### src/rtl/srx_pkg.sv
package srx_pkg;

    typedef struct packed {
        logic master;   // bit 4
        logic phase;    // bit 3
        logic irq_en;   // bit 2
        logic stop1;    // bit 1
        logic rx_en;    // bit 0
    } ctrl_t;

    localparam logic [1:0] ADDR_CTRL = 2'd0;
    localparam logic [1:0] ADDR_STAT = 2'd1;
    localparam logic [1:0] ADDR_DATA = 2'd2;

endpackage

### src/rtl/srx_mclk.sv
module srx_mclk #(
    parameter int BITS = 8,
    parameter int DIV  = 4
) (
    input  logic clk,
    input  logic rst_n,
    input  logic start,
    input  logic phase,
    output logic sclk,
    output logic busy,
    output logic smp_stb
);
    localparam int HALF  = DIV / 2;
    localparam int DCW   = (HALF > 1) ? $clog2(HALF) : 1;
    localparam int EDGES = 2 * BITS;
    localparam int EW    = $clog2(EDGES);

    typedef struct packed {
        logic           busy;
        logic           sclk;
        logic [DCW-1:0] div;
        logic [EW-1:0]  edges;
    } st_t;

    st_t  q, d;
    logic tick;

    always_comb begin
        d    = q;
        tick = q.busy && (q.div == DCW'(HALF - 1));
        // even count -> next edge is odd (falling)
        smp_stb = tick && (q.edges[0] ? !phase : phase);
        if (!q.busy) begin
            if (start) begin
                d.busy  = 1'b1;
                d.div   = '0;
                d.edges = '0;
                d.sclk  = 1'b1;
            end
        end else if (tick) begin
            d.div   = '0;
            d.sclk  = !q.sclk;
            d.edges = q.edges + 1'b1;
            if (q.edges == EW'(EDGES - 1)) d.busy = 1'b0;
        end else begin
            d.div = q.div + 1'b1;
        end
    end

    always_ff @(posedge clk or negedge rst_n) begin
        if (!rst_n) q <= '{busy: 1'b0, sclk: 1'b1, div: '0, edges: '0};
        else        q <= d;
    end

    assign sclk = q.sclk;
    assign busy = q.busy;

    AST_BURST_ENDS_HIGH: assert property (@(posedge clk) disable iff (!rst_n)
        $fell(q.busy) |-> q.sclk);
    AST_START_ONLY_IDLE: assert property (@(posedge clk) disable iff (!rst_n)
        $rose(q.busy) |-> q.sclk && q.edges == '0);

endmodule

### src/rtl/srx_slave_front.sv
module srx_slave_front (
    input  logic clk,
    input  logic rst_n,
    input  logic sclk_in,
    input  logic cs_n_in,
    input  logic sdi_in,
    input  logic phase,
    output logic sel,
    output logic smp_stb,
    output logic smp_bit
);
    typedef struct packed {
        logic [1:0] sck;
        logic [1:0] csn;
        logic [1:0] dat;
        logic       sck_prev;
    } st_t;

    st_t  q, d;
    logic rise, fall;

    always_comb begin
        d          = q;
        d.sck      = {q.sck[0], sclk_in};
        d.csn      = {q.csn[0], cs_n_in};
        d.dat      = {q.dat[0], sdi_in};
        d.sck_prev = q.sck[1];
        rise       = q.sck[1] && !q.sck_prev;
        fall       = !q.sck[1] && q.sck_prev;
        sel        = !q.csn[1];
        smp_stb    = sel && (phase ? fall : rise);
        smp_bit    = q.dat[1];
    end

    always_ff @(posedge clk or negedge rst_n) begin
        if (!rst_n) q <= '{sck: 2'b11, csn: 2'b11, dat: 2'b00, sck_prev: 1'b1};
        else        q <= d;
    end

endmodule

### src/rtl/srx_shift.sv
module srx_shift #(
    parameter int BITS = 8
) (
    input  logic            clk,
    input  logic            rst_n,
    input  logic            clr,
    input  logic            stb,
    input  logic            bit_in,
    output logic            done,
    output logic [BITS-1:0] byte_out
);
    localparam int CW = $clog2(BITS);

    typedef struct packed {
        logic [BITS-2:0] sh;
        logic [CW-1:0]   cnt;
    } st_t;

    st_t q, d;

    always_comb begin
        d        = q;
        done     = stb && !clr && (q.cnt == CW'(BITS - 1));
        byte_out = {q.sh, bit_in};
        if (clr) begin
            d.cnt = '0;
        end else if (stb) begin
            d.sh  = {q.sh[BITS-3:0], bit_in};
            d.cnt = done ? '0 : q.cnt + 1'b1;
        end
    end

    always_ff @(posedge clk or negedge rst_n) begin
        if (!rst_n) q <= '0;
        else        q <= d;
    end

    AST_CLR_RESTARTS_FRAME: assert property (@(posedge clk) disable iff (!rst_n)
        clr |=> q.cnt == '0);

endmodule

### src/rtl/srx_top.sv
module srx_top
    import srx_pkg::*;
#(
    parameter int BITS = 8,
    parameter int DIV  = 4
) (
    input  logic            clk,
    input  logic            rst_n,
    input  logic [1:0]      cpu_addr,
    input  logic            cpu_wr,
    input  logic            cpu_rd,
    input  logic [BITS-1:0] cpu_wdata,
    output logic [BITS-1:0] cpu_rdata,
    input  logic            sclk_in,
    input  logic            cs_n_in,
    input  logic            sdi,
    output logic            sclk_out,
    output logic            sclk_oe,
    output logic            irq_rx,
    output logic            irq_ovr
);
    typedef struct packed {
        ctrl_t           ctrl;
        logic            full;
        logic            ovr;
        logic [BITS-1:0] data;
    } reg_t;

    reg_t q, d;

    logic            rd_data, start;
    logic            m_busy, m_stb, m_sclk;
    logic            s_sel, s_stb, s_bit;
    logic            sh_clr, sh_stb, sh_bit, sh_done;
    logic [BITS-1:0] sh_byte;
    logic            unused_wbits;

    assign unused_wbits = ^cpu_wdata[BITS-1:5];

    srx_mclk #(.BITS(BITS), .DIV(DIV)) i_mclk (
        .clk(clk), .rst_n(rst_n), .start(start), .phase(q.ctrl.phase),
        .sclk(m_sclk), .busy(m_busy), .smp_stb(m_stb)
    );

    srx_slave_front i_slave (
        .clk(clk), .rst_n(rst_n), .sclk_in(sclk_in), .cs_n_in(cs_n_in),
        .sdi_in(sdi), .phase(q.ctrl.phase),
        .sel(s_sel), .smp_stb(s_stb), .smp_bit(s_bit)
    );

    srx_shift #(.BITS(BITS)) i_shift (
        .clk(clk), .rst_n(rst_n), .clr(sh_clr), .stb(sh_stb), .bit_in(sh_bit),
        .done(sh_done), .byte_out(sh_byte)
    );

    always_comb begin
        rd_data = cpu_rd && (cpu_addr == ADDR_DATA);
        start   = rd_data && q.ctrl.master && q.ctrl.rx_en && !q.ctrl.stop1
                  && !q.ovr && !m_busy;
        if (q.ctrl.master) begin
            sh_clr = start;
            sh_stb = m_stb;
            sh_bit = sdi;
        end else begin
            sh_clr = !s_sel;
            sh_stb = s_stb && q.ctrl.rx_en && !q.ovr;
            sh_bit = s_bit;
        end
    end

    always_comb begin
        d = q;
        if (cpu_wr && cpu_addr == ADDR_CTRL) d.ctrl = ctrl_t'(cpu_wdata[4:0]);
        if (cpu_wr && cpu_addr == ADDR_STAT && !cpu_wdata[1]) d.ovr = 1'b0;
        if (rd_data) d.full = 1'b0;
        if (sh_done) begin
            if (q.full) begin
                d.ovr = 1'b1;
            end else begin
                d.data = sh_byte;
                d.full = 1'b1;
            end
        end
    end

    always_ff @(posedge clk or negedge rst_n) begin
        if (!rst_n) q <= '0;
        else        q <= d;
    end

    always_comb begin
        case (cpu_addr)
            ADDR_CTRL: cpu_rdata = BITS'(q.ctrl);
            ADDR_STAT: cpu_rdata = BITS'({q.ovr, q.full});
            ADDR_DATA: cpu_rdata = q.data;
            default:   cpu_rdata = '0;
        endcase
    end

    assign sclk_out = m_sclk;
    assign sclk_oe  = q.ctrl.master;
    assign irq_rx   = q.ctrl.irq_en && q.full;
    assign irq_ovr  = q.ctrl.irq_en && q.ovr;

    AST_READ_CLEARS_FULL: assert property (@(posedge clk) disable iff (!rst_n)
        rd_data && !sh_done |=> !q.full);
    AST_DONE_SETS_FULL: assert property (@(posedge clk) disable iff (!rst_n)
        sh_done && !rd_data |=> q.full);
    AST_OVR_HOLDS_DATA: assert property (@(posedge clk) disable iff (!rst_n)
        q.ovr |=> $stable(q.data));
    AST_NO_BURST_IN_OVR: assert property (@(posedge clk) disable iff (!rst_n)
        q.ovr |=> !$rose(m_busy));

endmodule

### config.mk
export PLATFORM = sky130hd
export DESIGN_NAME = srx_top
export DESIGN_NICKNAME = d
export VERILOG_FILES = /design/src/rtl/srx_pkg.sv /design/src/rtl/srx_mclk.sv /design/src/rtl/srx_slave_front.sv /design/src/rtl/srx_shift.sv /design/src/rtl/srx_top.sv
export SDC_FILE = /design/constraint.sdc
export NUM_CORES = 1
export LEC_CHECK = 0
export BUFFER_PORTS_ARGS = -buffer_cell sky130_fd_sc_hd__buf_2
export CAP_MARGIN = 25
export CORE_MARGIN = 1.5
export CORE_UTILIZATION = 36
export CTS_CLUSTER_SIZE = 25
export DETAILED_ROUTE_END_ITERATION = 12
export PLACE_DENSITY = 0.54
export SLEW_MARGIN = 10
export SYNTH_ARGS = -nofsm -noshare
export SYNTH_HDL_FRONTEND = slang
export SYNTH_SLANG_ARGS = --single-unit
### constraint.sdc
create_clock -name clk -period 4.5 [get_ports clk]
set_clock_uncertainty 0.2 [all_clocks]
set_input_delay 0.45 -clock clk [delete_from_list [all_inputs] [get_ports clk]]
set_output_delay 0.45 -clock clk [all_outputs]
set_load 0.05 [all_outputs]
* Word-level counts from Yosys, hierarchy flattened *
Index checks and enable logic that the tools add are counted.
W data, S select, Z words.

storage, ports and cells
  register bits after elaboration = 39
  output and inout bits = 12
  word-level logic and storage cells = 85

operators by class
  add/sub/neg operators = 3
  eq/ne operators = 5
  multiplexer cells = 21
  bitwise gates (word level) = 2
  reduce and logical (&&, ||, !) cells = 36

operators by type and width
  cell                   number
  $pmux W8 S3            1
  $logic_and A1 B1 Y1    20
  $mux W7                2
  $mux W1                11
  $logic_not A1 Y1       10
  $mux W10               1
  $mux W3                3
  $mux W8                1
  $reduce_and A2 Y1      3
  $add A4 B1 Y4 const B  1
  $eq A4 B4 Y1 const B   1
  $mux W4                1
  $reduce_bool A2 Y1     2
  $add A3 B1 Y3 const B  1
  $eq A3 B3 Y1 const B   1
  $eq A2 B1 Y1 const B   1
  $eq A2 B2 Y1 const B   1
  $logic_not A2 Y1       1
  $mux W2                1
  $ne A2 B2 Y1 const B   1
  $not A1 Y1             2
  $add A1 B1 Y1 const B  1

* Logic depth before layout (Yosys ltp) *
Gate-level depths: netlist of run 1.

  depth after elaboration = 14
  depth in mapped cells = 7
  depth with buffers taken out = 6

* Hierarchy *
Synthesis of run 1 repeated with hierarchy kept, for this count alone.

second synthesis, totals
  cell total of the unflattened synthesis = 139
  area total of the unflattened synthesis = 1869.3 µm²

modules (own cells, without submodules)
  module           times used  cells each  area an instance (µm²)  seq. area each (µm²)
  srx_top          1           62          784.5                   375.4
  srx_shift        1           37          518.0                   250.2
  srx_mclk         1           29          356.6                   176.4
  srx_slave_front  1           11          210.2                   181.4

* Worst setup path before layout of run 1 *
OpenSTA, ideal clock, no wires.

  kind = input to output
  from = in cpu_addr[1]
  to = out cpu_rdata[0]
  data arrival time = 1989 ps
  required time = 3850 ps
  setup slack = 1861 ps
  cell stages on the path = 3
  path through = clkbuf_1 mux2i_1 o21ai_0

between the ends
  cells in the longest elaborated chain, start to end = 2
  elaborated cells between the ends (all ways) = 4
  those cells by class = 2 x eq/ne; 1 x mux; 1 x reduce/logical

RTL lines
  what                                  line           source
  start, declared                       srx_top.sv:9   input logic [1:0] cpu_addr,
  $eq A2 B2 Y1 (tied with other cells)  srx_top.sv:92  case (cpu_addr)
  $pmux W8 S3 (*)                       srx_top.sv:92
  end, declared                         srx_top.sv:13  output logic [BITS-1:0] cpu_rdata,

Mark *: on every way between the ends. The rest lies on a longest branch, timed or not.

* Worst setup path after layout of run 1 *
  from = reg q, in the netlist sclk_oe
  to = reg q[4] (netlist bit)

between the ends
  cells in the longest elaborated chain, start to end = 10
  elaborated cells between the ends (all ways) = 11
  those cells by class = 2 x mux; 9 x reduce/logical

RTL lines
  what                                    line             source
  start, declared                         srx_top.sv:29    reg_t q, d;
  start signal, assigned                  srx_top.sv:87    if (!rst_n) q <= '0;
  start signal, assigned                  srx_top.sv:88    else q <= d;
  $logic_and A1 B1 Y1 (3 in a row)        srx_top.sv:58    start = rd_data && q.ctrl.master && q.ctrl.rx_en && !q.ctrl.stop1
  $logic_and A1 B1 Y1 (2 in a row)        srx_top.sv:59    && !q.ovr && !m_busy;
  $mux W1                                 srx_top.sv:60    if (q.ctrl.master) begin
  $logic_not A1 Y1                        srx_shift.sv:23  done = stb && !clr && (q.cnt == CW'(BITS - 1));
  $logic_and A1 B1 Y1 (*) (2 in a row)    srx_shift.sv:23
  $reduce_and A2 Y1 (no source line) (*)  --

Marks and branches as above.
A chain may end at the register's enable or synchronous reset.

==> flow_metrics.py, run 1 <==
metrics = {
    "clock_tree": {
        "clk_path_buf_depth": 2,
        "cts_resized": 0,
        "post-cts-setup-buffer-count": 0,
        "cts_inserted_buffers": 5,
        "cts_htree_levels": 2,
        "clkSlewWorstSetupHoldPaths_ns": 0.07,
        "clock_sinks": 39,
        "ctsHoldBuffers": 0,
        "clk_latency_ns": 0.29,
        "cts_root_buffer": "clkbuf_8",
        "cts_tree": "yes",
    },
    "logic_synthesis": {
        "syn_avg_cell_area_sq_um": 12.54,
        "yosys.area.top_type": "dfrtp_1",
        "yosysMostFrequentCell": "dfrtp_1",
        "yosysSeqAreaShare_pct": 55.63,
        "synth.distinct_cells": 32,
        "syn_inst": 141,
        "synth-seq-cells": 39,
        "synth_common_cells": "dfrtp_1, mux2_2, nand2_1",
        "synthesis.area_sq_um": 1768,
        "ys_async_sr_fraction_pct": 100.0,
        "syn-num-nets": 161,
        "synth_edf_count": 0,
        "synth_top_area_share_pct": 46.71,
        "yosysWarnings": 0,
        "synth_area_leaders": "dfrtp_1, dfstp_2, mux2_2",
        "ys.flop_type": "dfrtp_1",
    },
    "floorplan": {
        "ios": 29,
        "num_rows": 25,
        "die_x_um": 73.08,
        "start_util_pct": 37.43,
        "dieArea_sq_um": 5341,
        "core_area_sq_um": 4723,
        "fp.dieH_um": 73.08,
    },
    "drt": {
        "drt-initial-drc-count": 68,
        "avgViaCountPerCell": 4.818,
        "antenna_left": 0,
        "drc": 0,
        "avgRoutedWirePerCell_um": 14.38,
        "first_pass_iters": 3,
        "routed_wl_um": 3393,
        "vias": 1137,
    },
    "power_and_ir_drop": {
        "p_per_area_nw_per_um2": 468.2,
        "power_leakage_uw": 0.0009963,
        "peakVddDrop_v": 0.0001541,
    },
    "global_route": {
        "gr-total-overflow": 0,
        "grt_pass1_wl_um": 5727,
        "grt_max_degree": 40,
        "antenna_found_initial": 0,
        "grt_usage_pct": 14.69,
        "grt_pass1_vias": 1169,
    },
    "sta": {
        "drv_slew": 0,
        "max_slew.worst_pin.slew_ns": 0.8730,
        "period_share_pct": 54.64,
        "max_slew_margin_pct": 41.80,
        "setup_viol": 0,
        "hold_violations": 0,
        "tns_ns": 0,
        "setup_slack_ns": 2.041,
        "rsz0062_at_grt": "no",
        "fmax_ghz": 0.4067,
        "min_period_ns": 2.459,
    },
    "layout": {
        "nFillCells": 453,
        "design_area_sq_um": 2044,
        "drive_gt1_share_pct": 36.09,
        "regArea_sq_um": 983.4,
        "final_nets": 189,
        "fin_cells": 236,
        "area_growth_syn_to_layout_pct": 15.64,
        "post-route-util_pct": 43.28,
        "antenna_cells": 0,
        "multiInputGateArea_sq_um": 749.5,
    },
    "critical_path": {
        "cp_top_family": "simple AND/OR/NAND/NOR gates",
        "max_stage_delay_ns": 0.56,
        "required_ns": 4.47,
        "r2r_cells": 4,
        "cpMaxStageDelayCell": "or4b_1",
        "endpoint_kind": "flop",
        "crit_type": "flop to flop",
        "arrival_ns": 2.43,
        "cp.depth": 4,
        "crit_path_cell_trace": "or4b_1 > or3_1 > o32a_1 > mux2_4",
        "critPathMaxFanout": 9,
        "crit_buf_inv": 0,
        "cp-start-kind": "flop",
    },
    "place": {
        "place_hpwl_um": 2394,
        "placed_area_sq_um": 1957,
        "placed_cells": 229,
        "place.gp.congestion": 0.7127,
        "pre_cts_slack_ns": 2.019,
        "port_buffers": 25,
    },
    "min_path": {
        "min_path_type": "primary input to flop",
        "min_path_cells": 1,
    },
    "status": {
        "status": "completed",
    },
    "run": {
        "maxCapViolCount": 0,
    },
}
-- worst register-to-register path, delay by kind of cell (launching register included) --
kind / cells / cell delay [ns]
compound gates: 1 / 0.40
flops: 1 / 0.49
mux: 1 / 0.38
simple gates: 2 / 0.88
-- per-layer routing --
| metal | track usage, % | share of wire, % | vias to the layer above |
|---|---|---|---|
| met5 | 0 | 0 | - |
| met3 | 4.420 | 3.5 | 7 |
| met1 | 17.83 | 46 | 566 |
| met2 | 24.14 | 49 | 19 |
| li1 | - | - | 545 |
| met4 | 6.289 | 1.9 | 0 |
-- sequential cells by signal, summed over array words and instances, names as in the netlist --
name              flops
q                    14
i_shift.byte_out      7
i_mclk.q              5
i_slave.d             4
i_shift.q             3
i_slave.q             2
i_mclk.busy           1
i_mclk.sclk           1
i_slave.smp_bit       1
sclk_oe               1
-- cells by family after synthesis --
group	after synthesis	synth area share [%]
xor+xnor	4	1.982
simple gates	49	15.15
buf+inv	7	1.981
flops	39	55.63
mux	29	19.60
fa+ha+maj	3	2.123
compound gates	10	3.539
-- cell type report --
| class | count | share of cell area [%] |
|---|---|---|
| Clock buffer | 6 | 4.039 |
| Clock inverter | 1 | 0.2448 |
| Inverter | 2 | 0.3672 |
| Multi-Input combinational cell | 95 | 36.66 |
| Sequential cell | 39 | 48.10 |
| Tap cell | 67 | 4.100 |
| Timing Repair Buffer | 26 | 6.487 |
-- final timing paths --
kind / from / end / slack (ns)
min in group asynchronous: rst_n / i_mclk.q[0] / 0.07
worst max register to register: sclk_oe / q[4] / 2.04
worst max-delay path: sclk_oe / q[4] / 2.04
worst min-delay path: sclk_in / i_slave.d[6] / 0.06
worst min register to register: i_slave.d[6] / i_slave.d[0] / 0.16
max in group asynchronous: rst_n / i_shift.q[1] / 3.47
-- per-stage QoR --
stage          power (uW)  hold slack, ns
2_1_floorplan       666.1        -0.04559
3_3_place_gp        721.1          0.1344
4_1_cts             974.1         0.04795
3_5_place_dp        734.0          0.1434
6_report            957.2         0.06150
5_1_grt              1025         0.04267
-- layout by cell type (no fill, tap or decap), types with 2 or more instances in the layout --
master | Yosys | layout
dfrtp_1 | 33 | 33
nor3b_1 | 3 | 3
o21ai_0 | 5 | 5
mux2_4 | 8 | 8
inv_1 | 2 | 2
nand4_1 | 3 | 3
ha_1 | 3 | 3
xnor2_1 | 2 | 2
nand3_1 | 5 | 5
and2_1 | 6 | 6
mux2i_1 | 8 | 8
mux2_2 | 13 | 13
nand3b_1 | 2 | 2
nand2_1 | 13 | 13
buf_2 | 1 | 25
clkbuf_8 | 0 | 6
nor2_1 | 7 | 7
dfstp_2 | 6 | 6
xor2_1 | 2 | 2
nor2b_1 | 4 | 4
-- report_power, final --
group / leakage [uW] / internal, uW / total (uW) / switching [uW]
Clock: 0.0000470 / 120 / 236 / 115
Sequential: 0.000493 / 426 / 496 / 69.8
Combinational: 0.000456 / 104 / 226 / 122
No activity file was read; power rests on OpenSTA's default activity.
==> inputs of run 2 (changes only) <==
- clock period: 4.5 -> 2.4 ns (I/O delays scaled with it)
==> flow_metrics.py, run 2 (synthesized netlist as in run 1, its figures left out) <==
metrics = {
    "critical_path": {
        "rrSetupSlack_ns": 0.20,
        "worstSetupEndpoint": "q[1]",
        "cp-startpoint": "sclk_oe",
        "r2r-end": "q[1]",
        "crit_path_cell_trace": "or4b_1 > or3_1 > o32a_1 > buf_12 > mux2_4",
        "cp_top_family": "simple AND/OR/NAND/NOR gates",
        "cpMaxStageDelayCell": "or4b_1",
        "crit_type": "flop to flop",
        "crit_buf_inv": 1,
        "cp.depth": 5,
        "required_ns": 2.37,
        "arrival_ns": 2.17,
        "critPathMaxFanout": 9,
        "r2r_start": "sclk_oe",
        "r2r_cells": 5,
        "endpoint_kind": "flop",
        "max_stage_delay_ns": 0.51,
        "cp-start-kind": "flop",
    },
    "clock_tree": {
        "clkSlewWorstSetupHoldPaths_ns": 0.07,
        "cts_htree_levels": 2,
        "cts_tree": "yes",
        "clock_sinks": 39,
        "cts_root_buffer": "clkbuf_8",
        "clk_path_buf_depth": 2,
        "post-cts-setup-buffer-count": 0,
        "cts_inserted_buffers": 5,
        "clk_latency_ns": 0.29,
    },
    "layout": {
        "final_nets": 200,
        "antenna_cells": 0,
        "final_common_cell": "dfrtp_1",
        "design_area_sq_um": 2151,
        "post-route-util_pct": 45.54,
        "nFillCells": 446,
        "top_register": "q",
        "area_growth_syn_to_layout_pct": 21.66,
        "final_cell_mix": "dfrtp_1, buf_2, nand2_1, mux2_2",
        "fin_cells": 248,
        "largest_register_ffs": 14,
        "drive_gt1_share_pct": 35.36,
    },
    "power_and_ir_drop": {
        "p_per_area_nw_per_um2": 830.7,
        "peakVddDrop_v": 0.0003292,
        "power_leakage_uw": 0.001043,
        "finalPower_uw": 1787,
    },
    "place": {
        "place_hpwl_um": 2504,
        "placed_cells": 233,
        "port_buffers": 25,
        "place.gp.congestion": 0.7526,
        "placed_area_sq_um": 2001,
    },
    "floorplan": {
        "start_util_pct": 37.43,
        "ios": 29,
        "die_x_um": 73.08,
        "fp.dieH_um": 73.08,
        "num_rows": 25,
        "dieArea_sq_um": 5341,
        "core_area_sq_um": 4723,
    },
    "sta": {
        "max_slew.worst_pin.slew_ns": 0.8641,
        "drv_slew": 0,
        "fmax_ghz": 0.4544,
        "setup_viol": 0,
        "min_period_ns": 2.201,
        "max_slew_margin_pct": 42.39,
        "hold_violations": 0,
        "tns_ns": 0,
        "period_share_pct": 91.69,
        "rsz0062_at_grt": "no",
    },
    "min_path": {
        "min_path_type": "primary input to flop",
    },
    "drt": {
        "routed-wl-met3_um": 150,
        "met1_length_um": 1604,
        "drc": 0,
        "avgRoutedWirePerCell_um": 14.15,
        "antenna_left": 0,
        "routed_wl_um": 3510,
        "first_pass_iters": 4,
        "avgViaCountPerCell": 4.714,
        "highest_layer": "met4",
        "vias": 1169,
        "routed-wl-met2_um": 1705,
        "drt-initial-drc-count": 40,
    },
    "status": {
        "status": "completed",
    },
    "global_route": {
        "grt_pass1_wl_um": 5920,
        "antenna_found_initial": 0,
        "grt_usage_pct": 14.96,
        "grt_max_degree": 40,
        "grt_pass1_vias": 1193,
        "gr-total-overflow": 0,
    },
    "run": {
        "maxCapViolCount": 0,
    },
}
## run 2: final cells by class
class / instances / area, sq um / share of cell area (%)
clock buffer: 8 / 80.08 / 3.723
inverter: 2 / 7.507 / 0.3490
multi-input combinational: 95 / 749.5 / 34.85
sequential: 39 / 984.7 / 45.78
tap: 67 / 83.83 / 3.898
timing repair buffer: 37 / 245.2 / 11.40
## run 2: power breakdown
part	internal, uW	total, uW	switching [uW]	leakage (uW)
registers	800	927	127	0.000492
logic	206	447	241	0.000511
clock network	206	413	207	0.0000395
total	1210	1790	574	0.00104
## run 2: how the worst min path moves through the flow
stage | start | end | cells after the start | slack [ns]
after detailed placement | sclk_in | i_slave.d[6] | 1 | 0.15
final | cpu_wdata[2] | q[12] | 2 | 0.005
after global routing | cpu_wdata[1] | q[11] | 2 | 0.004
after CTS | cpu_wdata[2] | q[12] | 2 | 0.001
after floorplan | rst_n | i_mclk.busy | 0 | -0.26
after global placement | i_slave.d[2] | i_slave.smp_bit | 0 | 0.14
## run 2: layer usage
| metal | global-route usage [%] | vias to the layer above |
|---|---|---|
| li1 | - | 568 |
| met1 | 19.24 | 576 |
| met2 | 23.43 | 21 |
| met3 | 5.249 | 4 |
| met4 | 5.031 | 0 |
| met5 | 0 | - |
## run 2: repair_timing
action,in CTS,in global routing
hold buffers,7,0
gates resized for setup,0,0
endpoints found under the hold margin,39,0
## run 2: stage by stage
step / hold WS (ns) / setup slack, ns
after floorplan: -0.2556 / 0.09696
after global placement: 0.1352 / 0.2182
final: 0.004555 / 0.1993
after CTS: 0.001497 / 0.1981
after detailed placement: 0.1467 / 0.2026
after global routing: 0.003748 / 0.1205
==> inputs of run 3 (changes only) <==
- HOLD_SLACK_MARGIN: not set -> 0.06
- SKIP_LAST_GASP: not set -> 1
==> flow_metrics.py, run 3 (synthesized netlist as in run 1, its figures left out) <==
metrics = {
    "sta": {
        "fmax_ghz": 0.4541,
        "rsz0062_at_grt": "no",
        "max_slew.worst_pin.slew_ns": 0.8673,
        "min_period_ns": 2.202,
        "drv_slew": 0,
        "tns_ns": 0,
        "hold_violations": 0,
        "max_slew_margin_pct": 42.18,
        "setup_viol": 0,
        "period_share_pct": 91.76,
    },
    "drt": {
        "drt-initial-drc-count": 48,
        "antenna_left": 0,
        "routed_wl_um": 3514,
        "drc": 0,
        "avgViaCountPerCell": 4.724,
        "first_pass_iters": 4,
        "avgRoutedWirePerCell_um": 14.06,
        "vias": 1181,
    },
    "critical_path": {
        "crit_type": "flop to flop",
        "critPathMaxFanout": 9,
        "arrival_ns": 2.17,
        "required_ns": 2.37,
        "cp-start-kind": "flop",
        "endpoint_kind": "flop",
    },
    "place": {
        "place.gp.congestion": 0.7526,
        "place_hpwl_um": 2504,
        "port_buffers": 25,
    },
    "clock_tree": {
        "clock_sinks": 39,
        "clkSlewWorstSetupHoldPaths_ns": 0.06,
        "cts_root_buffer": "clkbuf_8",
        "cts_inserted_buffers": 5,
        "cts_htree_levels": 2,
        "clk_path_buf_depth": 2,
        "clk_latency_ns": 0.29,
        "cts_tree": "yes",
    },
    "power_and_ir_drop": {
        "p_per_area_nw_per_um2": 824.8,
        "seqPwrFrac_pct": 51.8,
        "netSwitchingFraction_pct": 32.18,
        "comb_power_share_pct": 25.1,
        "power_leakage_uw": 0.001052,
        "netSwitchingPower_uw": 576.3,
        "intPower_uw": 1214,
        "peakVddDrop_v": 0.0003290,
        "p_clk_share_pct": 23.1,
    },
    "floorplan": {
        "ios": 29,
        "num_rows": 25,
        "die_x_um": 73.08,
        "fp.dieH_um": 73.08,
        "dieArea_sq_um": 5341,
        "core_area_sq_um": 4723,
        "start_util_pct": 37.43,
    },
    "layout": {
        "final_cell_mix": "dfrtp_1, buf_2, nand2_1, mux2_2, dlygate4sd3_1",
        "post-route-util_pct": 45.96,
        "final_nets": 202,
        "drive_gt1_share_pct": 34.97,
        "largest_register_ffs": 14,
        "nFillCells": 444,
        "final_common_cell": "dfrtp_1",
        "antenna_cells": 0,
        "area_growth_syn_to_layout_pct": 22.79,
        "top_register": "q",
    },
    "min_path": {
        "min_path_type": "flop to flop",
    },
    "global_route": {
        "gr-total-overflow": 0,
        "grt_max_degree": 40,
        "grt_pass1_wl_um": 5934,
        "grt_usage_pct": 14.99,
        "grt_pass1_vias": 1199,
        "antenna_found_initial": 0,
    },
    "run": {
        "maxCapViolCount": 0,
    },
    "status": {
        "status": "completed",
    },
}
run 3: routing by layer:
metal / up-vias / share of wire (%) / GRT usage (%)
met5: - / 0 / 0
met4: 0 / 1.4 / 5.031
met3: 4 / 3.9 / 5.249
met2: 21 / 49 / 23.43
met1: 584 / 46 / 19.33
li1: 572 / - / -
run 3: power by group through the flow:
stage	combinational, uW	clock, uW	sequential [uW]
finish	449	413	928
global route	506	462	951
global placement	426	0	930
CTS	457	429	928
floorplan	312	0	937
detailed placement	443	0	941
run 3: what timing repair did:
item	CTS	global route
hold endpoints to repair	41	0
resized for setup	0	0
buffers inserted	0	0
hold buffers	9	0
run 3: cell type report:
| type | instances | area [sq um] | area share [%] |
|---|---|---|---|
| clock buffers | 8 | 80.08 | 3.689 |
| repair buffers | 39 | 265.3 | 12.22 |
| flip-flops and latches | 39 | 984.7 | 45.36 |
| multi-input cells | 95 | 749.5 | 34.52 |
| well taps | 67 | 83.83 | 3.862 |
| inverters | 2 | 7.507 | 0.3458 |
run 3: critical path, cell delays in order (launching register included):
cell,delay [ns]
dfrtp_2,0.40
or4b_1,0.51
or3_1,0.32
o32a_1,0.22
buf_12,0.16
mux2_4,0.29
run 3: worst paths after layout:
| kind | depth (start not counted) | from | slack (ns) | end |
|---|---|---|---|---|
| min in group asynchronous | 2 | rst_n | 0.41 | i_mclk.q[0] |
| setup reg to reg | 5 | sclk_oe | 0.20 | q[0] |
| hold / removal | 0 | i_slave.d[4] | 0.16 | i_slave.q[4] |
| max in group asynchronous | 2 | rst_n | 0.98 | sclk_oe |
| setup / recovery | 5 | sclk_oe | 0.20 | q[0] |
| hold reg to reg | 0 | i_slave.d[4] | 0.16 | i_slave.q[4] |
run 3: stage by stage:
stage / hold slack (ns) / setup WS, ns / instance area (sq um) / total power (uW) / cells
after floorplan: -0.2556 / 0.09696 / 1769 / 1250 / 141
after global placement: 0.1352 / 0.2182 / 2001 / 1356 / 233
after detailed placement: 0.1467 / 0.2026 / 2001 / 1384 / 233
after CTS: 0.1589 / 0.1981 / 2171 / 1814 / 250
after global routing: 0.1637 / 0.1205 / 2171 / 1919 / 250
final: 0.1572 / 0.1977 / 2171 / 1791 / 250
